===== config.mk =====
export PLATFORM = sky130hd
export DESIGN_NAME = gpio_bank_ctrl
export DESIGN_NICKNAME = d
export VERILOG_FILES = /design/src/rtl/gpio_bank_pkg.sv /design/src/rtl/gpio_in_sync.sv /design/src/rtl/gpio_ctrl_regs.sv /design/src/rtl/gpio_rd_port.sv /design/src/rtl/gpio_bank_ctrl.sv
export SDC_FILE = /design/constraint.sdc
export NUM_CORES = 1
export LEC_CHECK = 0
export BUFFER_PORTS_ARGS = -buffer_cell sky130_fd_sc_hd__buf_2
export CAP_MARGIN = 10
export CORE_ASPECT_RATIO = 1.1
export CORE_MARGIN = 2
export CORE_UTILIZATION = 45
export CTS_CLUSTER_SIZE = 30
export DETAILED_ROUTE_END_ITERATION = 12
export PLACE_DENSITY = 0.66
export SLEW_MARGIN = 20
export SYNTH_ARGS = -nofsm -noshare
export SYNTH_HDL_FRONTEND = slang
export SYNTH_SLANG_ARGS = --single-unit

===== constraint.sdc =====
create_clock -name clk -period 2.39 [get_ports clk]
set_input_delay 0.239 -clock clk [delete_from_list [all_inputs] [get_ports clk]]
set_output_delay 0.239 -clock clk [all_outputs]
set_load 0.01 [all_outputs]

===== src/rtl/gpio_bank_pkg.sv =====
package gpio_bank_pkg;
  localparam int unsigned REG_AW = 3;

  typedef enum logic [REG_AW-1:0] {
    REG_DIR = 3'd0,
    REG_OUT = 3'd1,
    REG_SET = 3'd2,
    REG_CLR = 3'd3,
    REG_IN  = 3'd4
  } reg_sel_e;
endpackage


===== src/rtl/gpio_in_sync.sv =====
module gpio_in_sync #(
  parameter int unsigned WIDTH  = 32,
  parameter int unsigned STAGES = 2
) (
  input  logic             clk,
  input  logic             rst_n,
  input  logic [WIDTH-1:0] async_in,
  output logic [WIDTH-1:0] sync_out
);
  logic [WIDTH-1:0] stage_q [STAGES];

  always_ff @(posedge clk or negedge rst_n) begin
    if (!rst_n) stage_q[0] <= '0;
    else        stage_q[0] <= async_in;
  end

  for (genvar s = 1; s < STAGES; s++) begin : g_stage
    always_ff @(posedge clk or negedge rst_n) begin
      if (!rst_n) stage_q[s] <= '0;
      else        stage_q[s] <= stage_q[s-1];
    end
  end

  assign sync_out = stage_q[STAGES-1];
endmodule


===== src/rtl/gpio_ctrl_regs.sv =====
module gpio_ctrl_regs #(
  parameter int unsigned WIDTH = 32
) (
  input  logic             clk,
  input  logic             rst_n,
  input  logic             wr_dir,
  input  logic             wr_out,
  input  logic             wr_set,
  input  logic             wr_clr,
  input  logic [WIDTH-1:0] wdata,
  output logic [WIDTH-1:0] dir_q,
  output logic [WIDTH-1:0] lat_q
);
  // Next latch value: a direct load replaces the word, then set masks
  // raise bits, then clear masks lower them (clear wins on overlap).
  function automatic logic [WIDTH-1:0] next_latch(
    input logic [WIDTH-1:0] cur,
    input logic             load_en,
    input logic [WIDTH-1:0] load_val,
    input logic [WIDTH-1:0] set_m,
    input logic [WIDTH-1:0] clr_m
  );
    logic [WIDTH-1:0] base;
    base = load_en ? load_val : cur;
    return (base | set_m) & ~clr_m;
  endfunction

  logic [WIDTH-1:0] set_mask, clr_mask, lat_d;

  assign set_mask = wr_set ? wdata : '0;
  assign clr_mask = wr_clr ? wdata : '0;
  assign lat_d    = next_latch(lat_q, wr_out, wdata, set_mask, clr_mask);

  always_ff @(posedge clk or negedge rst_n) begin
    if (!rst_n) begin
      dir_q <= '1;
      lat_q <= '0;
    end else begin
      if (wr_dir) dir_q <= wdata;
      lat_q <= lat_d;
    end
  end
endmodule


===== src/rtl/gpio_rd_port.sv =====
module gpio_rd_port
  import gpio_bank_pkg::*;
#(
  parameter int unsigned WIDTH = 32
) (
  input  logic              clk,
  input  logic              rst_n,
  input  logic              rd,
  input  logic [REG_AW-1:0] addr,
  input  logic [WIDTH-1:0]  dir_q,
  input  logic [WIDTH-1:0]  lat_q,
  input  logic [WIDTH-1:0]  pin_lvl,
  output logic [WIDTH-1:0]  rdata,
  output logic              rvalid
);
  logic [WIDTH-1:0] sel_word;

  always_comb begin
    unique case (addr)
      REG_DIR:                   sel_word = dir_q;
      REG_OUT, REG_SET, REG_CLR: sel_word = lat_q;
      REG_IN:                    sel_word = pin_lvl;
      default:                   sel_word = '0;
    endcase
  end

  always_ff @(posedge clk or negedge rst_n) begin
    if (!rst_n) begin
      rdata  <= '0;
      rvalid <= 1'b0;
    end else begin
      rvalid <= rd;
      rdata  <= rd ? sel_word : '0;
    end
  end
endmodule


===== src/rtl/gpio_bank_ctrl.sv =====
module gpio_bank_ctrl
  import gpio_bank_pkg::*;
#(
  parameter int unsigned BANK_W    = 16,
  parameter int unsigned NUM_BANKS = 2,
  parameter int unsigned SYNC_LEN  = 2
) (
  input  logic                          clk,
  input  logic                          rst_n,
  input  logic                          bus_wr,
  input  logic                          bus_rd,
  input  logic [REG_AW-1:0]             bus_addr,
  input  logic [BANK_W*NUM_BANKS-1:0]   bus_wdata,
  output logic [BANK_W*NUM_BANKS-1:0]   bus_rdata,
  output logic                          bus_rvalid,
  input  logic [BANK_W*NUM_BANKS-1:0]   pad_in,
  output logic [BANK_W*NUM_BANKS-1:0]   pad_oe,
  output logic [BANK_W*NUM_BANKS-1:0]   pad_out
);
  localparam int unsigned PIN_W = BANK_W * NUM_BANKS;

  // Named decode events, visible to the checker.
  logic wr_dir_hit, wr_out_hit, wr_set_hit, wr_clr_hit;
  assign wr_dir_hit = bus_wr && (bus_addr == REG_DIR);
  assign wr_out_hit = bus_wr && (bus_addr == REG_OUT);
  assign wr_set_hit = bus_wr && (bus_addr == REG_SET);
  assign wr_clr_hit = bus_wr && (bus_addr == REG_CLR);

  logic [PIN_W-1:0] dir_q, lat_q, pin_lvl;

  gpio_ctrl_regs #(.WIDTH(PIN_W)) u_regs (
    .clk    (clk),
    .rst_n  (rst_n),
    .wr_dir (wr_dir_hit),
    .wr_out (wr_out_hit),
    .wr_set (wr_set_hit),
    .wr_clr (wr_clr_hit),
    .wdata  (bus_wdata),
    .dir_q  (dir_q),
    .lat_q  (lat_q)
  );

  gpio_in_sync #(.WIDTH(PIN_W), .STAGES(SYNC_LEN)) u_sync (
    .clk      (clk),
    .rst_n    (rst_n),
    .async_in (pad_in),
    .sync_out (pin_lvl)
  );

  gpio_rd_port #(.WIDTH(PIN_W)) u_rd (
    .clk     (clk),
    .rst_n   (rst_n),
    .rd      (bus_rd),
    .addr    (bus_addr),
    .dir_q   (dir_q),
    .lat_q   (lat_q),
    .pin_lvl (pin_lvl),
    .rdata   (bus_rdata),
    .rvalid  (bus_rvalid)
  );

  // Per-bank pad drive: enable is the inverse of the direction bit.
  for (genvar b = 0; b < NUM_BANKS; b++) begin : g_bank
    assign pad_oe [b*BANK_W +: BANK_W] = ~dir_q[b*BANK_W +: BANK_W];
    assign pad_out[b*BANK_W +: BANK_W] =  lat_q[b*BANK_W +: BANK_W];
  end
endmodule


# Word-level counts from Yosys, hierarchy flattened
# Cells that the tools add are included.
# W data, S select, Z words.
# word_totals
ff_bits,161
output_inout_bits,97
# classes
n_eq_ne,4
mux,5
bitwise,5
reduce_logical,6
# ops
operator,count
$mux W32,4
$pmux W32 S3,1
$and A32 B32 Y32,1
$not A16 Y16,2
$not A32 Y32,1
$or A32 B32 Y32,1
$eq A3 B2 Y1 const B,2
$logic_and A1 B1 Y1,4
$eq A3 B1 Y1 const B,1
$eq A3 B3 Y1 const B,1
$logic_not A3 Y1,1
$reduce_or A3 Y1,1

# Depth between registers and ports, before layout
# depth
ltp_word,5
ltp_mapped,6
depth_no_buf,3

# Modules after synthesis
# A second synthesis with hierarchy kept.
# unflattened
hier_cells,560
area_unflattened_um2,6865.3
# modules_own_cells
module,instances,cells_per_inst,area_per_inst_um2
gpio_ctrl_regs,1,241,2991.6
gpio_rd_port,1,187,1861.8
gpio_in_sync,1,96,1841.8
gpio_bank_ctrl,1,36,170.2

# Worst setup path after synthesis
# Ideal clock, no wire load.
# synth_path
path_kind,input to register
startpoint,input port bus_addr[2]
endpoint,register u_rd.rdata[30]
setup_ps,124
arrival_ps,1095
t_required_ps,2266
slack_ps,1171
path_stages,5
n_path_buf,3
cell_sequence,buf_4 buf_2 clkbuf_1 nor3_1 o31a_1
# synth_via
elab_chain_len,4
word_cells_on_any_way,8
classes_between,4 x eq/ne; 2 x mux; 2 x reduce/logical
# synth_lines
item,line_no,text
start: declaration,gpio_bank_ctrl.sv:12,"input logic [REG_AW-1:0] bus_addr,"
$eq A3 B1 Y1 / $eq A3 B2 Y1 (equally long branches),gpio_rd_port.sv:19,unique case (addr)
$reduce_or A3 Y1,gpio_rd_port.sv:19,
$pmux W32 S3 (*),gpio_rd_port.sv:19,
$mux W32 (*),gpio_rd_port.sv:33,rdata <= rd ? sel_word : '0;
end signal: assignment,gpio_rd_port.sv:33,
end: declaration,gpio_rd_port.sv:13,"output logic [WIDTH-1:0] rdata,"
# Mark *: on every way between the ends. The rest lies on a longest branch, timed or not.
# A chain may end at the register's enable or synchronous reset.

# Final worst setup path
# layout_path
startpoint,register u_regs.dir_q[1]
endpoint,output port pad_oe[1]
# layout_via
elab_chain_len,1
# layout_lines
item,line_no,text
start: declaration,gpio_ctrl_regs.sv:11,"output logic [WIDTH-1:0] dir_q,"
start signal: assignment,gpio_ctrl_regs.sv:39,if (wr_dir) dir_q <= wdata;
$not A16 Y16,gpio_bank_ctrl.sv:64,assign pad_oe [b*BANK_W +: BANK_W] = ~dir_q[b*BANK_W +: BANK_W];
end: declaration,gpio_bank_ctrl.sv:17,"output logic [BANK_W*NUM_BANKS-1:0] pad_oe,"
# No other way between the ends.

==> metrics.md <==
| Metric | Value |
|---|---|
| Status | complete, no violations |
| Commonest cells after routing, fill and taps aside | 166 x buf_2, 129 x dfrtp_1, 36 x dlygate4sd3_1, 33 x and3_1 |
| CP max FO | 3 |
| Clk Latency, worst-skew pair | 0.43 ns |
| Clock sink count | roughly 160 |
| Syn_area_per_cell | 12.1 um^2 |
| VDD IR max | roughly 0.00048 V |
| Placeable Area | 0.0132 mm^2 |
| Inserted Clock Buffers | 17 |
| Post-DRT Antenna Nets | 0 |
| Placed wire-length estimate | 9990 um |
| # setup viols final | 0 |
| Critical path origin | u_regs.dir_q[1]$_DFFE_PN1P_ |
| CTS clk-pin slew, worst paths | 0.06 ns |
| Pin slew with the least headroom to its limit | around 0.77 ns |
| Yosys cell types | 20 |
| Initial antenna violation count | 2 |
| Crit start category | flip-flop |
| Arrival time worst endpoint | roughly 1.2 ns |
| TritonRoute pass-1 iters | 5 |
| FP Rows | 44 |
| Root Driver | clkbuf_16 |
| Post-Route WL | approximately 16000 um |
| Wire per inst | roughly 18 um |
| Vias in the first global route | slightly below 5000 |
| WS Path Type | reg2out |
| Die height | around 130 um |
| Critical Path Max Stage Delay | about 0.52 ns |
| Critical path's slowest cell | dfstp_2 |
| H-tree depth | 4 |
| Crit path capture type | primary output |
| Commonest non-fill, non-tap cell in the layout | buf_2 |
| Hold violation count in the final report | 0 |
| F_max | between 700 and 800 MHz |
| Critical path depth | 2 |
| Synth area leaders | dfrtp_1 53%, dfstp_2 14%, a32oi_1 4.6% |
| Placer Congestion | roughly 0.81 |
| Die area | approximately 0.015 mm^2 |
| Post-Syn Nets | around 580 |
| Final Cycle Share | around three fifths |
| Crit Reg-Reg Startpoint | u_regs.dir_q[29]$_DFFE_PN1P_ |
| Port bufs | roughly 170 |
| Global-route wire length before repair | ~25000 um |
| R2R setup slack | between 1 and 1.5 ns |
| Die Wd | 115 um |
| LEAKAGE | around 3.8 nW |
| GRT overflow | 0 |
| Layout area overhead | 31.6% |
| Hold_ws | ~0.016 ns |
| Sequential share of the synthesized area | 66.5% |
| Tot GR Track Use | about 22% |
| 1st-iter DRT viols | 383 |
| Drt via density | around 5.6 |
| Maxcap violations | 0 |
| Crit path time final | ~1.4 ns |
| Synthesized area | around 0.006 mm^2 |
| Worst Reg-to-Reg Cells | 3 |
| Worst-path cell chain | inv_1 > buf_2 |
| Worst Path Required | roughly 2.2 ns |
| Syn. warnings | 0 |
| WP buf/inv | 2 |
| TNS Setup | 0 ns |
| Initial Utilization | between 40 and 50% |
| Ports | roughly 170 |
| Resized cells post-CTS | 0 |
| Rel. slew slack | 49.0% |
| CTS tree | yes |
| RSZ-0062 raised after global routing | false |
| Cells after synthesis | around 500 |
| Post-CTS Hold Buffers | 36 |
| Synth top area share | 52.8% |
| Fraction of layout cells with a size suffix above 1 | 34.6% |
| DRC Markers | 0 |
| Max Slew Vio Count | 0 |
| CP delay by family, top | flip-flops |
| Worst r2r dst | u_rd.rdata[29]$_DFF_PN0_ |
| Longest Clk Path Bufs | 2 |
| Vias | between 4000 and 5000 |
| Final Skew | ~0.011 ns |
| Worst Hold Class | in2reg |
| CP endpoint | pad_oe[1] |
| Postcts setup bufs | 0 |
| Post-synthesis register bit count | approximately 160 |
| Synth area leader | dfrtp_1 |
| Cell Pwr Density | 892 mW/mm^2 |
| Nets | roughly 760 |
| Pin count of the biggest net entering global routing | 75 |
-- logic make-up (layout without fill, tap and decap cells) --
logic type | Yosys count | in the layout | synth area share [%]
DFF | 161 | 161 | 66.5
and+or+nand+nor | 134 | 134 | 13.1
AOI/OAI and AO/OA | 128 | 128 | 14.4
buffers and inverters | 81 | 281 | 5.77
xor gates and xnor gates | 1 | 1 | 0.143
other | 0 | 1 | 0
-- layout make-up --
class / instances / area [um^2]
diodes: 1 / 2.50
fillers: 1078 / 5160
multi-input cells: 263 / 1730
flip-flops and latches: 161 / 4070
repair buffers: 217 / 1350
inverters: 32 / 120
well taps: 161 / 201
clock buffers: 26 / 499
clock inverters: 6 / 82.6
-- how the worst min path moves through the flow --
| stage | start | to | slack, ns | depth (start not counted) |
|---|---|---|---|---|
| floorplan | rst_n | u_rd.rdata[0]$_DFF_PN0_ | -0.06 | 0 |
| global placement | rst_n | u_sync.sync_out[8]$_DFF_PN0_ | 0.22 | 1 |
| detailed placement | rst_n | u_sync.sync_out[8]$_DFF_PN0_ | 0.22 | 1 |
| CTS | bus_wdata[20] | u_regs.lat_q[20]$_DFF_PN0_ | 0.0009 | 2 |
| global route | bus_wdata[18] | u_regs.lat_q[18]$_DFF_PN0_ | 0.02 | 2 |
| finish | bus_wdata[17] | u_regs.lat_q[17]$_DFF_PN0_ | 0.02 | 2 |
-- worst reg2reg max path, delay by kind of cell, from the launching register on --
family / cells / cell delay, ns
simple gates: 1 / 0.22
buf+inv: 1 / 0.07
flops: 1 / 0.51
compound gates: 1 / 0.18
-- synth_stat cells --
library cell,count
nor3_1,32
and3_1,33
a32oi_1,32
buf_2,24
nor2b_1,1
a21oi_1,32
nor2_2,1
nand3_1,32
or2_1,1
and2_1,1
clkbuf_1,20
nand4bb_1,1
buf_4,5
dfstp_2,32
dfrtp_1,129
xor2_1,1
inv_1,32
o31a_1,32
o21ai_0,32
nor3b_1,32
-- power breakdown --
part / internal [mW] / switching, mW
registers: 3.14 / 0.161
logic: 0.511 / 0.719
clock network: 1.64 / 1.01
-- per-layer routing --
metal	vias up	global-route usage (%)	routed length [um]	share of wire (%)
met1	2426	30.0	6760	43
li1	2188	-	-	-
met5	-	0	13	0.083
met3	46	5.77	959	6.1
met2	220	33.3	7370	47
met4	2	11.8	568	3.6
-- state kept, by name, indices dropped and copies added (netlist names) --
| signal | cells |
|---|---|
| u_rd.rvalid | 1 |
| u_regs.lat_q | 32 |
| u_sync.sync_out | 32 |
| u_sync.stage_q | 32 |
| u_regs.dir_q | 32 |
| u_rd.rdata | 32 |
-- stage by stage --
step / total power [mW] / cell area (um^2) / utilization [%] / cells / worst slack (ns)
floorplan: 3.93 / 6110 / - / 505 / 1.17
global placement: 4.49 / 7100 / 53.8 / 798 / 0.769
detailed placement: 4.53 / 7100 / 53.8 / 798 / 0.725
CTS: 7.24 / 8050 / 60.9 / 866 / 0.977
global route: 7.51 / 8050 / 60.9 / 867 / 0.942
finish: 7.18 / 8050 / 60.9 / 867 / 0.984
Power figures use the tool's default switching activity.
